### src/rtl/wbr_pkg.sv
package wbr_pkg;

    typedef enum logic [2:0] {
        ST_IDLE,
        ST_WIN_REQ,
        ST_WIN_WAIT,
        ST_DAT_REQ,
        ST_DAT_WAIT
    } seq_state_e;

endpackage

### src/rtl/wbr_decode.sv
// Splits a flat offset into direct / windowed, window number and device address.
module wbr_decode #(
    parameter int ADDR_W    = 32,
    parameter int APER_BITS = 19,
    parameter int WIN_BITS  = 5
) (
    input  logic                cfg_win_en,
    input  logic [ADDR_W-1:0]   addr,
    output logic                windowed,
    output logic [WIN_BITS-1:0] win,
    output logic [ADDR_W-1:0]   dev_addr
);
    always_comb begin
        windowed = cfg_win_en && (addr[ADDR_W-1:APER_BITS] != '0);
        win      = addr[APER_BITS +: WIN_BITS];
        dev_addr = addr;
        if (windowed) begin
            dev_addr                  = '0;
            dev_addr[APER_BITS]       = 1'b1;
            dev_addr[APER_BITS-1:0]   = addr[APER_BITS-1:0];
        end
    end
endmodule

### src/rtl/wbr_win_cache.sv
// Remembers the window last programmed into the device.
module wbr_win_cache #(
    parameter int WIN_BITS = 5
) (
    input  logic                clk,
    input  logic                rst_n,
    input  logic                upd,
    input  logic [WIN_BITS-1:0] upd_win,
    input  logic [WIN_BITS-1:0] req_win,
    output logic                hit
);
    typedef struct packed {
        logic                vld;
        logic [WIN_BITS-1:0] win;
    } cache_t;

    cache_t c_d, c_q;

    always_comb begin
        c_d = c_q;
        if (upd) begin
            c_d.vld = 1'b1;
            c_d.win = upd_win;
        end
        hit = c_q.vld && (c_q.win == req_win);
    end

    always_ff @(posedge clk or negedge rst_n) begin
        if (!rst_n) c_q <= '0;
        else        c_q <= c_d;
    end
endmodule

### src/rtl/wbr_seq.sv
// Sequencer: optional window-select write, then the data access, then response.
module wbr_seq
    import wbr_pkg::*;
#(
    parameter int              ADDR_W      = 32,
    parameter int              DATA_W      = 32,
    parameter int              WIN_BITS    = 5,
    parameter logic [ADDR_W-1:0] WIN_REG_OFF = 32'h0000_310C,
    parameter int              WIN_EN_BIT  = 31
) (
    input  logic                clk,
    input  logic                rst_n,
    input  logic                s_req_valid,
    output logic                s_req_ready,
    input  logic                s_req_write,
    input  logic [DATA_W-1:0]   s_req_wdata,
    input  logic                dec_windowed,
    input  logic [WIN_BITS-1:0] dec_win,
    input  logic [ADDR_W-1:0]   dec_addr,
    input  logic                cache_hit,
    output logic                cache_upd,
    output logic [WIN_BITS-1:0] cache_upd_win,
    output logic                s_rsp_valid,
    output logic [DATA_W-1:0]   s_rsp_rdata,
    output logic                m_req_valid,
    input  logic                m_req_ready,
    output logic                m_req_write,
    output logic [ADDR_W-1:0]   m_req_addr,
    output logic [DATA_W-1:0]   m_req_wdata,
    input  logic                m_rsp_valid,
    input  logic [DATA_W-1:0]   m_rsp_rdata,
    output logic                win_phase
);
    typedef struct packed {
        seq_state_e          state;
        logic                write;
        logic [ADDR_W-1:0]   addr;
        logic [DATA_W-1:0]   wdata;
        logic [WIN_BITS-1:0] win;
        logic                rsp_valid;
        logic [DATA_W-1:0]   rsp_rdata;
    } seq_t;

    seq_t s_d, s_q;
    logic [DATA_W-1:0] win_word;

    always_comb begin
        s_d           = s_q;
        s_d.rsp_valid = 1'b0;
        unique case (s_q.state)
            ST_IDLE: begin
                if (s_req_valid) begin
                    s_d.write = s_req_write;
                    s_d.addr  = dec_addr;
                    s_d.wdata = s_req_wdata;
                    s_d.win   = dec_win;
                    s_d.state = (dec_windowed && !cache_hit) ? ST_WIN_REQ : ST_DAT_REQ;
                end
            end
            ST_WIN_REQ:  if (m_req_ready) s_d.state = ST_WIN_WAIT;
            ST_WIN_WAIT: if (m_rsp_valid) s_d.state = ST_DAT_REQ;
            ST_DAT_REQ:  if (m_req_ready) s_d.state = ST_DAT_WAIT;
            ST_DAT_WAIT: begin
                if (m_rsp_valid) begin
                    s_d.state     = ST_IDLE;
                    s_d.rsp_valid = 1'b1;
                    s_d.rsp_rdata = s_q.write ? '0 : m_rsp_rdata;
                end
            end
            default: s_d.state = ST_IDLE;
        endcase
    end

    always_ff @(posedge clk or negedge rst_n) begin
        if (!rst_n) begin
            s_q       <= '0;
            s_q.state <= ST_IDLE;
        end else begin
            s_q <= s_d;
        end
    end

    always_comb begin
        win_word                 = '0;
        win_word[WIN_EN_BIT]     = 1'b1;
        win_word[WIN_BITS-1:0]   = s_q.win;
    end

    assign win_phase     = (s_q.state == ST_WIN_REQ);
    assign s_req_ready   = (s_q.state == ST_IDLE);
    assign m_req_valid   = win_phase || (s_q.state == ST_DAT_REQ);
    assign m_req_write   = win_phase ? 1'b1        : s_q.write;
    assign m_req_addr    = win_phase ? WIN_REG_OFF : s_q.addr;
    assign m_req_wdata   = win_phase ? win_word    : s_q.wdata;
    assign cache_upd     = (s_q.state == ST_WIN_WAIT) && m_rsp_valid;
    assign cache_upd_win = s_q.win;
    assign s_rsp_valid   = s_q.rsp_valid;
    assign s_rsp_rdata   = s_q.rsp_rdata;
endmodule

### src/rtl/win_bridge.sv
module win_bridge #(
    parameter int                ADDR_W      = 32,
    parameter int                DATA_W      = 32,
    parameter int                APER_BITS   = 19,
    parameter int                WIN_BITS    = 5,
    parameter logic [ADDR_W-1:0] WIN_REG_OFF = 32'h0000_310C,
    parameter int                WIN_EN_BIT  = 31
) (
    input  logic              clk,
    input  logic              rst_n,
    input  logic              cfg_win_en,
    input  logic              s_req_valid,
    output logic              s_req_ready,
    input  logic              s_req_write,
    input  logic [ADDR_W-1:0] s_req_addr,
    input  logic [DATA_W-1:0] s_req_wdata,
    output logic              s_rsp_valid,
    output logic [DATA_W-1:0] s_rsp_rdata,
    output logic              m_req_valid,
    input  logic              m_req_ready,
    output logic              m_req_write,
    output logic [ADDR_W-1:0] m_req_addr,
    output logic [DATA_W-1:0] m_req_wdata,
    input  logic              m_rsp_valid,
    input  logic [DATA_W-1:0] m_rsp_rdata
);
    logic                dec_windowed;
    logic [WIN_BITS-1:0] dec_win;
    logic [ADDR_W-1:0]   dec_addr;
    logic                cache_hit;
    logic                cache_upd;
    logic [WIN_BITS-1:0] cache_upd_win;
    logic                win_phase;

    wbr_decode #(.ADDR_W(ADDR_W), .APER_BITS(APER_BITS), .WIN_BITS(WIN_BITS)) u_dec (
        .cfg_win_en (cfg_win_en),
        .addr       (s_req_addr),
        .windowed   (dec_windowed),
        .win        (dec_win),
        .dev_addr   (dec_addr)
    );

    wbr_win_cache #(.WIN_BITS(WIN_BITS)) u_cache (
        .clk     (clk),
        .rst_n   (rst_n),
        .upd     (cache_upd),
        .upd_win (cache_upd_win),
        .req_win (dec_win),
        .hit     (cache_hit)
    );

    wbr_seq #(
        .ADDR_W(ADDR_W), .DATA_W(DATA_W), .WIN_BITS(WIN_BITS),
        .WIN_REG_OFF(WIN_REG_OFF), .WIN_EN_BIT(WIN_EN_BIT)
    ) u_seq (
        .clk           (clk),
        .rst_n         (rst_n),
        .s_req_valid   (s_req_valid),
        .s_req_ready   (s_req_ready),
        .s_req_write   (s_req_write),
        .s_req_wdata   (s_req_wdata),
        .dec_windowed  (dec_windowed),
        .dec_win       (dec_win),
        .dec_addr      (dec_addr),
        .cache_hit     (cache_hit),
        .cache_upd     (cache_upd),
        .cache_upd_win (cache_upd_win),
        .s_rsp_valid   (s_rsp_valid),
        .s_rsp_rdata   (s_rsp_rdata),
        .m_req_valid   (m_req_valid),
        .m_req_ready   (m_req_ready),
        .m_req_write   (m_req_write),
        .m_req_addr    (m_req_addr),
        .m_req_wdata   (m_req_wdata),
        .m_rsp_valid   (m_rsp_valid),
        .m_rsp_rdata   (m_rsp_rdata),
        .win_phase     (win_phase)
    );
endmodule

### config.mk
export PLATFORM = sky130hd
export DESIGN_NAME = win_bridge
export DESIGN_NICKNAME = d
export VERILOG_FILES = /design/src/rtl/wbr_pkg.sv /design/src/rtl/wbr_decode.sv /design/src/rtl/wbr_win_cache.sv /design/src/rtl/wbr_seq.sv /design/src/rtl/win_bridge.sv
export SDC_FILE = /design/constraint.sdc
export NUM_CORES = 1
export LEC_CHECK = 0
export ABC_AREA = 1
export BUFFER_PORTS_ARGS = -buffer_cell sky130_fd_sc_hd__buf_2
export CAP_MARGIN = 10
export CORE_MARGIN = 2
export CORE_UTILIZATION = 49
export CTS_CLUSTER_DIAMETER = 120
export DETAILED_ROUTE_END_ITERATION = 12
export GPL_ROUTABILITY_DRIVEN = 0
export PLACE_DENSITY = 0.81
export SYNTH_ARGS = -nofsm -noshare
export SYNTH_HDL_FRONTEND = slang
export SYNTH_SLANG_ARGS = --single-unit
### constraint.sdc
create_clock -name clk -period 1.65 [get_ports clk]
set_clock_uncertainty 0.1 [all_clocks]
set_input_delay 0.0825 -clock clk [delete_from_list [all_inputs] [get_ports clk]]
set_output_delay 0.0825 -clock clk [all_outputs]
set_load 0.005 [all_outputs]
* Word-level counts from Yosys, hierarchy flattened
Index checks and enable logic that the tools add are counted.
Cells by class: equal/unequal tests 10, muxes and demuxes 14, reductions and logical operators 11
Operators by type and width (number):
- two-way mux 32 bit | 4
- two-way mux 73 bit | 1
- two-way mux 33 bit | 2
- case mux 3 bit (5 select lines) | 1
- nonzero test 13 bit | 1
- two-way mux 3 bit | 4
- != test 2 bit (second input constant) | 5
- == test 3 x 2 -> 1 bit (second input constant) | 2
- == test 5 bit | 1
- AND reduction 5 bit | 1
- logical AND 1 bit | 4
- AND reduction 2 bit | 2
- == test 3 x 1 -> 1 bit (second input constant) | 1
- == test 3 bit (second input constant) | 1
- zero test 3 bit | 1
- two-way mux 2 bit | 1
- zero test 1 bit | 1
- logical OR 1 bit | 1
- two-way mux 1 bit | 1
Storage, ports and cells: register bits after elaboration 112, bits of input ports 103, output and inout bits 100, word-level logic and storage cells 44

* Logic depth before layout (Yosys ltp)
depth in word-level cells 7, mapped depth 10, mapped depth without buffers 10

* By module
From an unflattened synthesis, not the netlist that was laid out.
Unflattened totals: cells, all modules 773, area total of the unflattened synthesis 5824.3 µm²
Modules (own cells, without submodules):
- wbr_seq | times used 1, cells each 662, area an instance 5108.6 µm², seq. area each 2652.5 µm²
- wbr_decode | times used 1, cells each 66, area an instance 404.1 µm², seq. area each 0.0 µm²
- wbr_win_cache | times used 1, cells each 45, area an instance 311.5 µm², seq. area each 150.1 µm²

* Worst setup path after synthesis
Ideal clock, no wire load.
kind reg-to-reg, from register u_seq.s_q[103] (netlist bit), to register u_seq.s_q[76] (netlist bit), library setup time 116 ps, data arrival time 1230 ps, required time 1434 ps, path slack 204 ps, stages on the path, launching flop included 9, path buffers 2, clock period less this slack 1446 ps, cells stage by stage dfrtp_1 nor2_1 nand2_1 nor2_4 inv_2 buf_2 buf_4 nand2_1 nand2_1
On the way: cells in the longest elaborated chain, start to end 2
Ends and longest elaborated chain:
- from (decl) | line wbr_seq.sv:44 | seq_t s_d, s_q;
- zero test 3 bit | line wbr_seq.sv:50 | unique case (s_q.state)
- AND reduction 2 bit (no source line)
Every way passes these cells. A chain may end at the register's enable or synchronous reset.

* Worst setup path in the final report
from register u_seq.s_q[103] (netlist bit), to register u_seq.s_q[90] (netlist bit)
The elaborated chain is that of the path after synthesis.

==> flow_summary.yaml <==
outcome:
  run_status: "finished with violations"
  violations: "negative setup slack"
power_and_ir_drop:
  total_power_mw: 13.0
  power_frac_comb: 0.514
  p_switching_mw: 5.38
  p_leak_nw: 4.54
  p_per_area_nw_per_um2: 1660
  p_sw_frac: 0.413
  clock_power_share: 0.121
  vdd_drop_max_uv: 850
  seq_power_share: 0.366
  internal_power_mw: 7.65
sta:
  slew_headroom: 0.706
  clock.fmax_mhz: 584
  setup_viol: 85
  final_hold_viol_count: 0
  rsz0062_at_grt: "true"
  fin_crit_sh: 1.04
  tightest_slew_ns: 0.442
  holdWs_ns: 0.0653
  setup_slack_ns: -0.0631
  maxSlewViolCount: 0
  min_period_ns: 1.71
placed_design:
  port_buffers: 202
  place_ws_ns: 0.0612
  dp_hpwl_um: 8740
  placed_area_um2: 6250
finish:
  fin_nets: 1072
  fin_util: 0.755
  multi_input_area_um2: 1720
  area_growth_pct: 48.8
  final_cell_area_um2: 7870
  final_layout_size_suffix_gt1_frac: 0.291
  seqCellArea_um2: 2800
  fillers: 700
logic_synthesis:
  yosysSeqAreaShare: 0.530
  syn_inst: 684
  yosysWarnings: 0
  syn-num-nets: 787
  syn_area_um2: 5290
  synth_cell_types: 19
  ys_ff_latch: 112
  syn_area_per_cell_um2: 7.73
floorplan:
  fp-row-count: 37
  die_area_um2: 11600
  dieWidth_um: 108
  initial_core_util: 0.508
  die_y_um: 108
  io-pin-count: 203
  core_um2: 10400
detailed_routing:
  wl_per_cell_um: 15.1
  drc: 0
  routed_via_density: 4.99
  dr_total_vias: 5547
  antenna_left: 0
  dr.pass1.iters: 8
  drt_iter0_drc: 531
  wl_um: 16800
setup_path:
  worstPathRequired_ns: 1.83
  crit_fanout: 8
  cp-start-kind: "register"
  worstPathCellList: "buf_4, nor2_4, nand2_2, nor2_4, clkinv_4, clkbuf_16, nand2_1, o21ai_1"
  endpoint_kind: "register"
  cp_slowest_cell: "dfrtp_2"
  worstPathArrival_ns: 1.89
  critical_path.max_stage_delay_ns: 0.42
  path_class: "reg2reg"
  cp_common_cell: "nor2_4"
min_path:
  min_path_type: "in2async"
grt:
  grtUsageTotal: 0.255
  antenna_found_initial: 0
  gr-total-overflow: 0
  grt_pass1_wl_um: 23200
  grt_pass1_vias: 5045
  grt_start_max_net_pins: 66
clocking:
  cts.sinks: 112
  htree_levels: 3
  clk_pin_slew_ns: 0.11
  clk_latency_ns: 0.38
  cts_made_buffers: 9
  clockRootBuffer: "clkbuf_8"
  cts_tree: "done"
  clk_path_buf_depth: 2
job:
  maxCapViolations: 0
[power by group through the flow]
stage / logic (mW) / registers, mW / clock network (mW)
after floorplan: 3.54 / 4.60 / 0
after global placement: 5.09 / 4.70 / 0
after detailed placement: 5.24 / 4.74 / 0
after CTS: 5.76 / 4.69 / 1.59
after global routing: 7.43 / 4.89 / 1.71
final: 6.69 / 4.77 / 1.57
[sequential cells by signal, summed over array words and instances, names as in the netlist]
name / count
u_seq.s_q: 68
u_seq.s_rsp_rdata: 32
u_cache.c_q: 6
u_seq.cache_upd_win: 5
u_seq.s_rsp_valid: 1
[routing by layer]
layer	share of wire	global-route usage	routed length (um)
met1	0.37	0.292	6310
met5	0	0	0
met4	0.040	0.124	666
met3	0.076	0.0400	1270
met2	0.51	0.460	8580
[synthesized netlist by cell type]
master | n | area, um^2
buf_2 | 18 | 90.1
nor2_1 | 20 | 75.1
clkinv_1 | 1 | 3.75
inv_2 | 2 | 7.51
o21ai_1 | 6 | 30.0
nor2_4 | 1 | 11.3
nor3_2 | 1 | 10.0
nor3_1 | 1 | 5.00
inv_1 | 111 | 417
dfrtp_1 | 112 | 2800
a21oi_1 | 1 | 5.00
o21ai_0 | 64 | 320
nand3_1 | 34 | 170
clkbuf_1 | 9 | 33.8
o2111ai_1 | 1 | 8.76
buf_6 | 3 | 33.8
nor4_2 | 1 | 12.5
buf_4 | 35 | 263
nand2_1 | 263 | 987
[placed cells by master, fill, tap and decap left out]
master | netlist | layout
a21oi_1 | 1 | 1
buf_12 | 0 | 7
buf_16 | 0 | 2
buf_2 | 18 | 201
buf_4 | 35 | 12
buf_6 | 3 | 8
buf_8 | 0 | 2
clkbuf_1 | 9 | 1
clkbuf_16 | 0 | 5
clkbuf_8 | 0 | 10
clkinv_1 | 1 | 1
clkinv_4 | 0 | 3
clkinvlp_4 | 0 | 2
dfrtp_1 | 112 | 111
dfrtp_2 | 0 | 1
diode_2 | 0 | 2
dlygate4sd3_1 | 0 | 101
inv_1 | 111 | 107
inv_2 | 2 | 4
inv_4 | 0 | 2
inv_6 | 0 | 1
nand2_1 | 263 | 247
nand2_2 | 0 | 15
nand2_8 | 0 | 1
nand3_1 | 34 | 34
nor2_1 | 20 | 19
nor2_4 | 1 | 2
nor3_1 | 1 | 1
nor3_2 | 1 | 1
nor4_4 | 0 | 1
o2111ai_1 | 1 | 1
o21ai_0 | 64 | 44
o21ai_1 | 6 | 23
o21ai_2 | 0 | 3
[cell families after synthesis]
logic type	synth area share
flip-flops	0.530
buffers and inverters	0.160
AND/OR/NAND/NOR	0.240
AO/OA/AOI/OAI	0.0689
[worst paths after layout]
path	from	end	slack, ns	cells after the start
max	u_seq.s_q[103]	u_seq.s_q[90]	-0.06	8
min reg2reg	u_seq.s_q[44]	u_seq.s_q[44]	0.38	2
min in group clk	s_req_valid	u_seq.s_q[104]	0.07	4
max reg2reg	u_seq.s_q[103]	u_seq.s_q[90]	-0.06	8
max in group asynchronous	rst_n	u_seq.s_q[83]	0.76	3
min	rst_n	u_seq.s_q[53]	0.07	2
[worst max-delay path: cells and delay by family, from the launching register on]
family	cells	cell delay, ns
and+or+nand+nor	4	0.51
buffers and inverters	3	0.53
AOI/OAI and AO/OA	1	0.06
DFF	1	0.42
[per-stage QoR]
step	setup TNS [ns]	instances
final	-1.83	1112
after global routing	-11.71	1110
after CTS	-0.472	1094
after detailed placement	0	972
after global placement	0	972
after floorplan	0	684
[layout make-up]
class	instances	area share
diodes	2	0.000636
clock inverters	5	0.00525
clock buffers	11	0.0180
flip-flops and latches	112	0.356
well taps	136	0.0216
repair inverters	1	0.000795
repair buffers	338	0.324
inverters	114	0.0553
multi-input cells	393	0.218
[what timing repair did]
item / CTS / global route
hold buffers: 101 / 0
setup endpoints to repair: 65 / 138
gates cloned: 1 / 11
hold endpoints to repair: 216 / 0
pin swaps: 0 / 10
resized for setup: 22 / 45
buffers inserted: 4 / 5
(Power assumes the default switching activity.)
